==> src/rtl/i2cTxPkg.sv <==
package i2cTxPkg;

  localparam int DATA_W = 8;
  localparam int ADDR_W = 7;
  localparam int CNT_W  = $clog2(DATA_W);

  typedef enum logic [3:0] {
    S_IDLE,   // waiting for Start
    S_ADDR,   // collecting address bits
    S_ADEC,   // eighth address bit in, decide on next fall
    S_AACK,   // driving address acknowledge
    S_SKIP,   // not addressed, ignore until Start
    S_HOLD,   // SCL stretched, waiting for host
    S_SETUP,  // first data bit on SDA, SCL still held
    S_TX,     // shifting data out
    S_MACK,   // waiting for master acknowledge rise
    S_AEND,   // ack seen, wait ninth fall
    S_NEND    // nack seen, wait ninth fall
  } txStateT;

  typedef struct packed {
    logic hostWrOk;
    logic shiftIn;
    logic capAddr;
    logic drvAck;
    logic drvBit;
    logic txNext;
    logic sdaRel;
    logic irqSet;
    logic clrFull;
    logic clrStatus;
  } dpCtlT;

endpackage

==> src/rtl/i2cTxData.sv <==
module i2cTxData
  import i2cTxPkg::*;
#(
  parameter int SYNC_STAGES = 2
) (
  input  logic              clk,
  input  logic              rstN,
  input  logic [ADDR_W-1:0] devAddr,
  input  logic              sclIn,
  input  logic              sdaIn,
  input  dpCtlT             ctl,
  input  logic              hostWrEn,
  input  logic [DATA_W-1:0] hostWrData,
  input  logic              irqClr,
  output logic              sclRise,
  output logic              sclFall,
  output logic              startDet,
  output logic              stopDet,
  output logic              sdaS,
  output logic              addrHit,
  output logic              sdaLow,
  output logic [DATA_W-1:0] hostBuf,
  output logic              readDir,
  output logic              bufFull,
  output logic              irqFlag,
  output logic              irqPulse
);

  logic [SYNC_STAGES-1:0] sclChain, sdaChain;
  logic                   sclS, sclPrev, sdaPrev;
  logic [DATA_W-1:0]      rxShift, txShift;
  logic                   wrTake, abortEv;

  always_ff @(posedge clk or negedge rstN) begin
    if (!rstN) begin
      sclChain <= '1;
      sdaChain <= '1;
      sclPrev  <= 1'b1;
      sdaPrev  <= 1'b1;
    end else begin
      sclChain <= {sclChain[SYNC_STAGES-2:0], sclIn};
      sdaChain <= {sdaChain[SYNC_STAGES-2:0], sdaIn};
      sclPrev  <= sclS;
      sdaPrev  <= sdaS;
    end
  end

  assign sclS     = sclChain[SYNC_STAGES-1];
  assign sdaS     = sdaChain[SYNC_STAGES-1];
  assign sclRise  = sclS & ~sclPrev;
  assign sclFall  = ~sclS & sclPrev;
  assign startDet = sclS & sclPrev & sdaPrev & ~sdaS;
  assign stopDet  = sclS & sclPrev & ~sdaPrev & sdaS;
  assign abortEv  = startDet | stopDet;
  assign addrHit  = (rxShift[DATA_W-1:1] == devAddr) & rxShift[0];
  assign wrTake   = hostWrEn & ctl.hostWrOk;

  always_ff @(posedge clk or negedge rstN) begin
    if (!rstN) begin
      rxShift <= '0;
      txShift <= '0;
      hostBuf <= '0;
    end else begin
      if (ctl.shiftIn) rxShift <= {rxShift[DATA_W-2:0], sdaS};
      if (wrTake) txShift <= hostWrData;
      else if (ctl.txNext) txShift <= {txShift[DATA_W-2:0], 1'b0};
      if (ctl.capAddr) hostBuf <= rxShift;
      else if (wrTake) hostBuf <= hostWrData;
    end
  end

  always_ff @(posedge clk or negedge rstN) begin
    if (!rstN) sdaLow <= 1'b0;
    else if (ctl.sdaRel) sdaLow <= 1'b0;
    else if (ctl.drvAck) sdaLow <= 1'b1;
    else if (ctl.drvBit) sdaLow <= ~txShift[DATA_W-1];
    else if (ctl.txNext) sdaLow <= ~txShift[DATA_W-2];
  end

  always_ff @(posedge clk or negedge rstN) begin
    if (!rstN) begin
      readDir  <= 1'b0;
      bufFull  <= 1'b0;
      irqFlag  <= 1'b0;
      irqPulse <= 1'b0;
    end else begin
      if (ctl.clrStatus) readDir <= 1'b0;
      else if (ctl.capAddr) readDir <= 1'b1;
      if (ctl.clrStatus || ctl.clrFull) bufFull <= 1'b0;
      else if (wrTake) bufFull <= 1'b1;
      if (ctl.irqSet) irqFlag <= 1'b1;
      else if (irqClr) irqFlag <= 1'b0;
      irqPulse <= ctl.irqSet;
    end
  end

  AST_SDA_MOVES_SCL_LOW: assert property (@(posedge clk) disable iff (!rstN)
    (sdaLow != $past(sdaLow)) |-> (!$past(sclS) || $past(abortEv)));
  AST_IRQ_STICKY: assert property (@(posedge clk) disable iff (!rstN)
    (irqFlag && !irqClr) |=> irqFlag);
  AST_IRQ_PULSE_SINGLE: assert property (@(posedge clk) disable iff (!rstN)
    irqPulse |=> !irqPulse);
  AST_FULL_FROM_WRITE: assert property (@(posedge clk) disable iff (!rstN)
    $rose(bufFull) |-> $past(hostWrEn));

endmodule

==> src/rtl/i2cTxCtrl.sv <==
module i2cTxCtrl
  import i2cTxPkg::*;
(
  input  logic  clk,
  input  logic  rstN,
  input  logic  sclRise,
  input  logic  sclFall,
  input  logic  startDet,
  input  logic  stopDet,
  input  logic  sdaS,
  input  logic  addrHit,
  input  logic  bufFull,
  input  logic  clkRelease,
  output dpCtlT ctl,
  output logic  sclHold
);

  txStateT          st, stNxt;
  logic [CNT_W-1:0] cnt, cntNxt;
  localparam logic [CNT_W-1:0] LAST_BIT = CNT_W'(DATA_W - 1);

  always_ff @(posedge clk or negedge rstN) begin
    if (!rstN) begin
      st  <= S_IDLE;
      cnt <= '0;
    end else begin
      st  <= stNxt;
      cnt <= cntNxt;
    end
  end

  always_comb begin
    stNxt  = st;
    cntNxt = cnt;
    ctl    = '0;
    ctl.hostWrOk = (st == S_HOLD);
    if (stopDet) begin
      stNxt         = S_IDLE;
      ctl.sdaRel    = 1'b1;
      ctl.clrStatus = 1'b1;
    end else if (startDet) begin
      stNxt         = S_ADDR;
      cntNxt        = '0;
      ctl.sdaRel    = 1'b1;
      ctl.clrStatus = 1'b1;
    end else begin
      unique case (st)
        S_ADDR: if (sclRise) begin
          ctl.shiftIn = 1'b1;
          if (cnt == LAST_BIT) stNxt = S_ADEC;
          else cntNxt = cnt + 1'b1;
        end
        S_ADEC: if (sclFall) begin
          if (addrHit) begin
            ctl.capAddr = 1'b1;
            ctl.drvAck  = 1'b1;
            stNxt       = S_AACK;
          end else begin
            stNxt = S_SKIP;
          end
        end
        S_AACK: if (sclFall) begin
          ctl.sdaRel = 1'b1;
          ctl.irqSet = 1'b1;
          stNxt      = S_HOLD;
        end
        S_HOLD: if (clkRelease && bufFull) begin
          ctl.drvBit = 1'b1;
          cntNxt     = '0;
          stNxt      = S_SETUP;
        end
        S_SETUP: stNxt = S_TX;
        S_TX: if (sclFall) begin
          if (cnt == LAST_BIT) begin
            ctl.sdaRel  = 1'b1;
            ctl.clrFull = 1'b1;
            stNxt       = S_MACK;
          end else begin
            ctl.txNext = 1'b1;
            cntNxt     = cnt + 1'b1;
          end
        end
        S_MACK: if (sclRise) begin
          if (sdaS) begin
            ctl.clrStatus = 1'b1;
            stNxt         = S_NEND;
          end else begin
            stNxt = S_AEND;
          end
        end
        S_AEND: if (sclFall) begin
          ctl.irqSet = 1'b1;
          stNxt      = S_HOLD;
        end
        S_NEND: if (sclFall) begin
          ctl.irqSet = 1'b1;
          stNxt      = S_IDLE;
        end
        default: ;
      endcase
    end
  end

  assign sclHold = (st == S_HOLD) || (st == S_SETUP);

  AST_RELEASE_NEEDS_FULL: assert property (@(posedge clk) disable iff (!rstN)
    $fell(sclHold) |-> bufFull);
  AST_SKIP_QUIET: assert property (@(posedge clk) disable iff (!rstN)
    (st == S_SKIP) |-> !ctl.irqSet && !ctl.drvAck);

endmodule

==> src/rtl/i2cTxSlave.sv <==
module i2cTxSlave
  import i2cTxPkg::*;
#(
  parameter int SYNC_STAGES = 2
) (
  input  logic        clk,
  input  logic        rstN,
  input  logic [6:0]  devAddr,
  input  logic        sclIn,
  input  logic        sdaIn,
  output logic        sclDrvLow,
  output logic        sdaDrvLow,
  input  logic        hostWrEn,
  input  logic [7:0]  hostWrData,
  input  logic        clkRelease,
  input  logic        irqClr,
  output logic [7:0]  hostBuf,
  output logic        readDir,
  output logic        bufFull,
  output logic        irqFlag,
  output logic        irqPulse
);

  dpCtlT ctl;
  logic  sclRise, sclFall, startDet, stopDet, sdaS, addrHit;

  i2cTxData #(.SYNC_STAGES(SYNC_STAGES)) uData (
    .clk(clk), .rstN(rstN), .devAddr(devAddr), .sclIn(sclIn), .sdaIn(sdaIn),
    .ctl(ctl), .hostWrEn(hostWrEn), .hostWrData(hostWrData), .irqClr(irqClr),
    .sclRise(sclRise), .sclFall(sclFall), .startDet(startDet), .stopDet(stopDet),
    .sdaS(sdaS), .addrHit(addrHit), .sdaLow(sdaDrvLow), .hostBuf(hostBuf),
    .readDir(readDir), .bufFull(bufFull), .irqFlag(irqFlag), .irqPulse(irqPulse)
  );

  i2cTxCtrl uCtrl (
    .clk(clk), .rstN(rstN), .sclRise(sclRise), .sclFall(sclFall),
    .startDet(startDet), .stopDet(stopDet), .sdaS(sdaS), .addrHit(addrHit),
    .bufFull(bufFull), .clkRelease(clkRelease), .ctl(ctl), .sclHold(sclDrvLow)
  );

  AST_HOLD_ONLY_ON_READ: assert property (@(posedge clk) disable iff (!rstN)
    sclDrvLow |-> readDir);

endmodule

==> config.mk <==
export PLATFORM = sky130hd
export DESIGN_NAME = i2cTxSlave
export DESIGN_NICKNAME = d
export VERILOG_FILES = /design/src/rtl/i2cTxPkg.sv /design/src/rtl/i2cTxData.sv /design/src/rtl/i2cTxCtrl.sv /design/src/rtl/i2cTxSlave.sv
export SDC_FILE = /design/constraint.sdc
export NUM_CORES = 1
export LEC_CHECK = 0
export BUFFER_PORTS_ARGS = -buffer_cell sky130_fd_sc_hd__buf_2
export CORE_MARGIN = 5
export CORE_UTILIZATION = 51
export DETAILED_ROUTE_END_ITERATION = 8
export PLACE_DENSITY = 0.76
export REMOVE_ABC_BUFFERS = 1
export SKIP_CTS_REPAIR_TIMING = 1
export SLEW_MARGIN = 10
export SYNTH_ARGS = -nofsm -noshare
export SYNTH_HDL_FRONTEND = slang
export SYNTH_SLANG_ARGS = --single-unit
export TNS_END_PERCENT = 30
==> constraint.sdc <==
create_clock -name clk -period 2.14 [get_ports clk]
set_input_delay 0.535 -clock clk [delete_from_list [all_inputs] [get_ports clk]]
set_output_delay 0.535 -clock clk [all_outputs]
set_load 0.01 [all_outputs]
After elaboration in Yosys (flattened, before gate mapping). Index checks and enable logic that the tools add are counted.

Add/sub/neg operators: 1. Equality and inequality tests: 23. Muxes and demuxes: 62. Bitwise gates (word level): 16. Reduce and logical (&&, ||, !) cells: 15.

Operator list (count): 2-to-1 mux 4 bit (11); 2-to-1 mux 8 bit (4); case mux 4 bit (8 select lines) (1); 2-to-1 mux 1 bit (27); != test 4 bit, second input constant (5); 2-to-1 mux 3 bit (6); 2-to-1 mux 2 bit (8); equality test 4 x 3 -> 1 bit, second input constant (3); equality test 4 bit, second input constant (3); != test 4 x 3 -> 1 bit, second input constant (3); 2-to-1 mux 5 bit (2); AND reduction 10 bit (1); nonzero test 10 bit (1); nonzero test 2 bit (5); AND 1 bit (9); case mux 3 bit (3 select lines) (1); equality test 4 x 2 -> 1 bit, second input constant (2); nonzero test 4 bit (2); equality test 7 bit (1); inverter 1 bit (7); != test 3 bit, second input constant (2); AND reduction 5 bit (1); equality test 4 x 1 -> 1 bit, second input constant (1); != test 4 x 1 -> 1 bit, second input constant (1); 7 further kinds (10).

Flip-flop bits (word level): 42. Output and inout port bits: 14.

Depth between registers and ports, before layout.
Depth in word-level cells: 11. Mapped depth: 7.

Modules after synthesis. From an unflattened synthesis, not the netlist that was laid out.

Cells, all modules: 227. Area total of the unflattened synthesis: 2274.7 sq um.

Modules (own cells, without submodules): i2cTxData (times used 1, cells an instance 124, area an instance 1488.9 sq um, sequential area each 883.3 sq um); i2cTxCtrl (times used 1, cells an instance 103, area an instance 785.8 sq um, sequential area each 175.2 sq um).

Worst setup path before layout. No wires, ideal clock.

Path kind: flip-flop to flip-flop. From: register uCtrl.st[3]. To: register uData.hostBuf[1]. Data arrival time: 1890 ps. Data required time: 2014 ps. Slack: 124 ps. Stages on the path, launching flop included: 6. Period minus slack after synthesis: 2016 ps. Cells stage by stage: dfrtp_1 or4b_1 or4_4 nor3_4 buf_6 o21ai_0.

Longest elaborated chain between the ends: 5. Elaborated cells between the ends (all ways): 8. Classes of those cells: 2 x eq/ne; 4 x mux; 1 x bitwise; 1 x reduce/logical.

RTL lines: start, declared (RTL line i2cTxCtrl.sv:18) `txStateT st, stNxt;`; start signal, assigned (RTL line i2cTxCtrl.sv:27) `st <= stNxt;`; equality test 4 x 2 -> 1 bit (RTL line i2cTxCtrl.sv:47) `unique case (st)`; 2-to-1 mux 2 bit (RTL line i2cTxCtrl.sv:47); 2-to-1 mux 5 bit (RTL line i2cTxCtrl.sv:41) `end else if (startDet) begin`; 2-to-1 mux 5 bit (RTL line i2cTxCtrl.sv:37) `if (stopDet) begin`; 2-to-1 mux 8 bit or nonzero test 2 bit (tied branches); end signal, assigned (RTL line i2cTxData.sv:67) `if (ctl.capAddr) hostBuf <= rxShift;`; end signal, assigned (RTL line i2cTxData.sv:68) `else if (wrTake) hostBuf <= hostWrData;`; end, declared (RTL line i2cTxData.sv:22) `output logic [DATA_W-1:0] hostBuf,`.

Parallel ways exist; a longest one is shown, timed or not. A chain may end at the register's enable or synchronous reset.

Worst setup path in the final report.
From: register uData.sclPrev. To: register uCtrl.st[1].

Longest elaborated chain between the ends: 5. Elaborated cells between the ends (all ways): 21. Classes of those cells: 9 x eq/ne; 2 x mux; 8 x bitwise; 2 x reduce/logical.

RTL lines: start, declared (RTL line i2cTxData.sv:30) `logic sclS, sclPrev, sdaPrev;`; start signal, assigned (RTL line i2cTxData.sv:43) `sclPrev <= sclS;`; AND 1 bit (RTL line i2cTxData.sv:52, i2cTxData.sv:53); AND 1 bit (on tied branches) (2 in series) (RTL line i2cTxData.sv:52, i2cTxData.sv:53); nonzero test 10 bit (no line), or another cell as far along; AND reduction 10 bit (no line) or 2-to-1 mux 4 bit (tied branches).

Parallel ways exist; a longest one is shown, timed or not.

==> impl_results.md <==
- Max-Slew Margin vs Limit: 59.7%
- Crit path depth: 6
- Synth Area per Inst: 10.0 sq um
- Core Area: 4350 sq um
- Leak: 1.27 nW
- RD Place Congestion: 1.02
- Cells on worst reg2reg path: 6
- Critical path startpoint category: flip-flop
- Status: complete, no violations
- Chip width: 76.9 um
- Overflow after GRT: 0
- Post-route ant nets: 0
- Crit-path slowest cell: dfstp_2
- Final Cycle Share: 96.2%
- Diode count: 0
- Setup violations, final: 0
- Filler instances: 366
- Final Hold Vio Count: 0
- Most common cell after layout, fill and taps aside: dfrtp_1
- Placed cells: 313
- Flop-to-flop setup slack: 80 ps
- Number of global-route vias before repair: 1,786
- Post-synth EDFFs: 0
- Primary FF master, synth: dfrtp_1
- Synth Register Bits: 42
- Core Util, Final: 61.8%
- WS Path Type: reg -> reg
- Initial Util: 52.4%
- Setup WS pre-CTS: 95.1 ps
- Ys async rst share: 100%
- Mapped Cells: 227
- DPL Wire Length: 3830 um
- RSZ-0062 raised after global routing: false
- Placed Area: 2560 sq um
- Non-Filler Instances: 322
- # IOs: 36
- Clock tree from TritonCTS: built
- F_max: 486 MHz
- Vias per inst: 5.83
- Area added between synthesis and finish: 18.0%
- Root Buffer: clkbuf_8
- Final instance area: 2690 sq um
- Reg2reg end: uCtrl.st[1]
- Clock latency on the worst-skew pair: 300 ps
- Largest stage delay, worst path: 610 ps
- CP Buf/Inv Count: 1
- Remaining DRCs: 0
- Largest net degree at the start of global routing: 24
- Worst path required time: 2290 ps
- CP Cell Sequence: nor2b_1 > buf_4 > a21oi_1 > o31ai_1 > and2_1 > o221ai_1
- Final WS setup: 80.7 ps
- Seq/Total Area, Yosys: 46.4%
- Die Y: 76.9 um
- Nets: 293
- Hold Path Class: in -> async
- PD cells: 1100 nW/um^2
- DR vias: 1,876
- Commonest non-fill, non-tap cells in the layout: 36 x dfrtp_1, 35 x buf_2, 26 x nand2_1, 18 x o21ai_0, 16 x mux2i_1
- Register area: 1060 sq um
- Worst r2r src: uData.sclPrev
- WL final: 5260 um
- Final clock skew: 6.11 ps
- Setup TNS: 0 ps
- Mapped cell area: 2280 sq um
- Max-Cap Viols: 0
- Worst slew pin tran: 603 ps
- Area of the multi-input gates: 1150 sq um
- Worst endpoint data arrival time: 2210 ps
- DRT iter0 DRCs: 123
- Clock sink count: 42
- Num CTS Buffers: 5
- Crit path max fanout: 8
- Post-synthesis cell type count: 55
- Largest delay share family, worst path: compound AO/OA/AOI/OAI gates
- Worst VDD drop: 581 uV
- Max Buffers Root-to-Sink: 2
- Gr usage total: 18.3%
- Warnings from Yosys: 0
- WL/cell: 16.3 um
- DR pass1 iterations: 4
- Crit end category: flip-flop
- DIE AREA: 5910 sq um
- H-tree levels: 2
- First-pass GRT wire length: 8740 um
- Fin. max-slew vios: 0
- Core Rows: 24
- Initial antenna violation count: 0
- Tmin final: 2060 ps
- Worst-path clk slew: 80 ps
- Count of input and output buffers: 35
- Share of layout cells above drive strength 1: 27.4%
[metrics by stage]
| step | total power (W) | hold slack [ps] |
|---|---|---|
| floorplan | 0.00191 | 239 |
| global placement | 0.00231 | 346 |
| detailed placement | 0.00234 | 349 |
| CTS | 0.00297 | 191 |
| global route | 0.00317 | 212 |
| finish | 0.00296 | 184 |
[final cells by class]
cell class	count	area share (%)
clock buffers	6	2.70
inverters	6	0.837
repair buffers	47	10.7
clock inverters	2	1.39
well taps	52	2.42
flip-flops and latches	42	39.3
multi-input cells	167	42.6
[state kept, by name, summed over array words and instances, names as in the netlist, 2 cells and up]
register / cells
uData.sclChain: 2
uData.hostBuf: 8
uCtrl.st: 4
uCtrl.cnt: 3
uData.txShift: 8
uData.sdaChain: 2
uData.rxShift: 8
[synth_stat cells (2+ instances only)]
master / n / share of area [%]
nor3_1: 3 / 0.66
nand3_1: 3 / 0.66
xor2_1: 5 / 1.9
clkbuf_1: 9 / 1.5
and2_1: 3 / 0.82
o31ai_1: 2 / 0.66
nor2b_1: 2 / 0.55
ha_1: 2 / 1.1
nor2_1: 8 / 1.3
a211oi_1: 2 / 0.66
mux2i_1: 16 / 7.0
xnor2_1: 7 / 2.7
and3_1: 2 / 0.55
a21o_1: 2 / 0.66
nand2_1: 26 / 4.3
nor4b_1: 2 / 0.77
dfrtp_1: 36 / 39
or3_1: 2 / 0.55
nand3b_1: 2 / 0.66
a22o_1: 3 / 1.2
mux2_2: 9 / 4.4
o21ai_0: 18 / 3.9
inv_1: 6 / 0.99
a21oi_1: 12 / 2.6
dfstp_2: 6 / 6.9
nand2b_1: 8 / 2.2
a22oi_1: 2 / 0.66
nor4_1: 2 / 0.55
[layer usage]
metal  global-route usage, %  part of all wire [%]  vias up
li1                        -                     -      904
met1                    26.1                    47      911
met2                    27.0                    46       52
met3                    4.33                   5.4        9
met4                    6.47                   1.7        0
met5                       0                     0        -
[report_power, final]
part	total (W)	internal (W)	switching [W]
combinational	0.00115	0.000516	0.000631
clock	0.000628	0.000348	0.000280
sequential	0.00119	0.00104	0.000150
total	0.00296	0.00190	0.00106
[worst max path at each step]
stage,start,end,slack [ps]
5_1_grt,uData.sclPrev,uCtrl.st[2],60
4_1_cts,uCtrl.st[0],uData.hostBuf[3],80
2_1_floorplan,uCtrl.st[2],uData.hostBuf[1],-60
3_3_place_gp,uCtrl.st[0],uData.hostBuf[7],140
3_5_place_dp,uCtrl.st[0],uData.hostBuf[5],100
6_report,uData.sclPrev,uCtrl.st[1],80
[logic make-up (layout without fill, tap and decap cells)]
kind of cell,after synthesis,count (layout),share of synthesized area (%)
AOI/OAI and AO/OA,54,54,15.1
DFF,42,42,46.4
adders and majority gates,2,2,1.10
buffers and inverters,18,61,3.35
and+or+nand+nor,74,74,17.9
muxes,25,25,11.5
xor gates and xnor gates,12,12,4.61
Note: power is estimated with default switching activity, not from simulation.
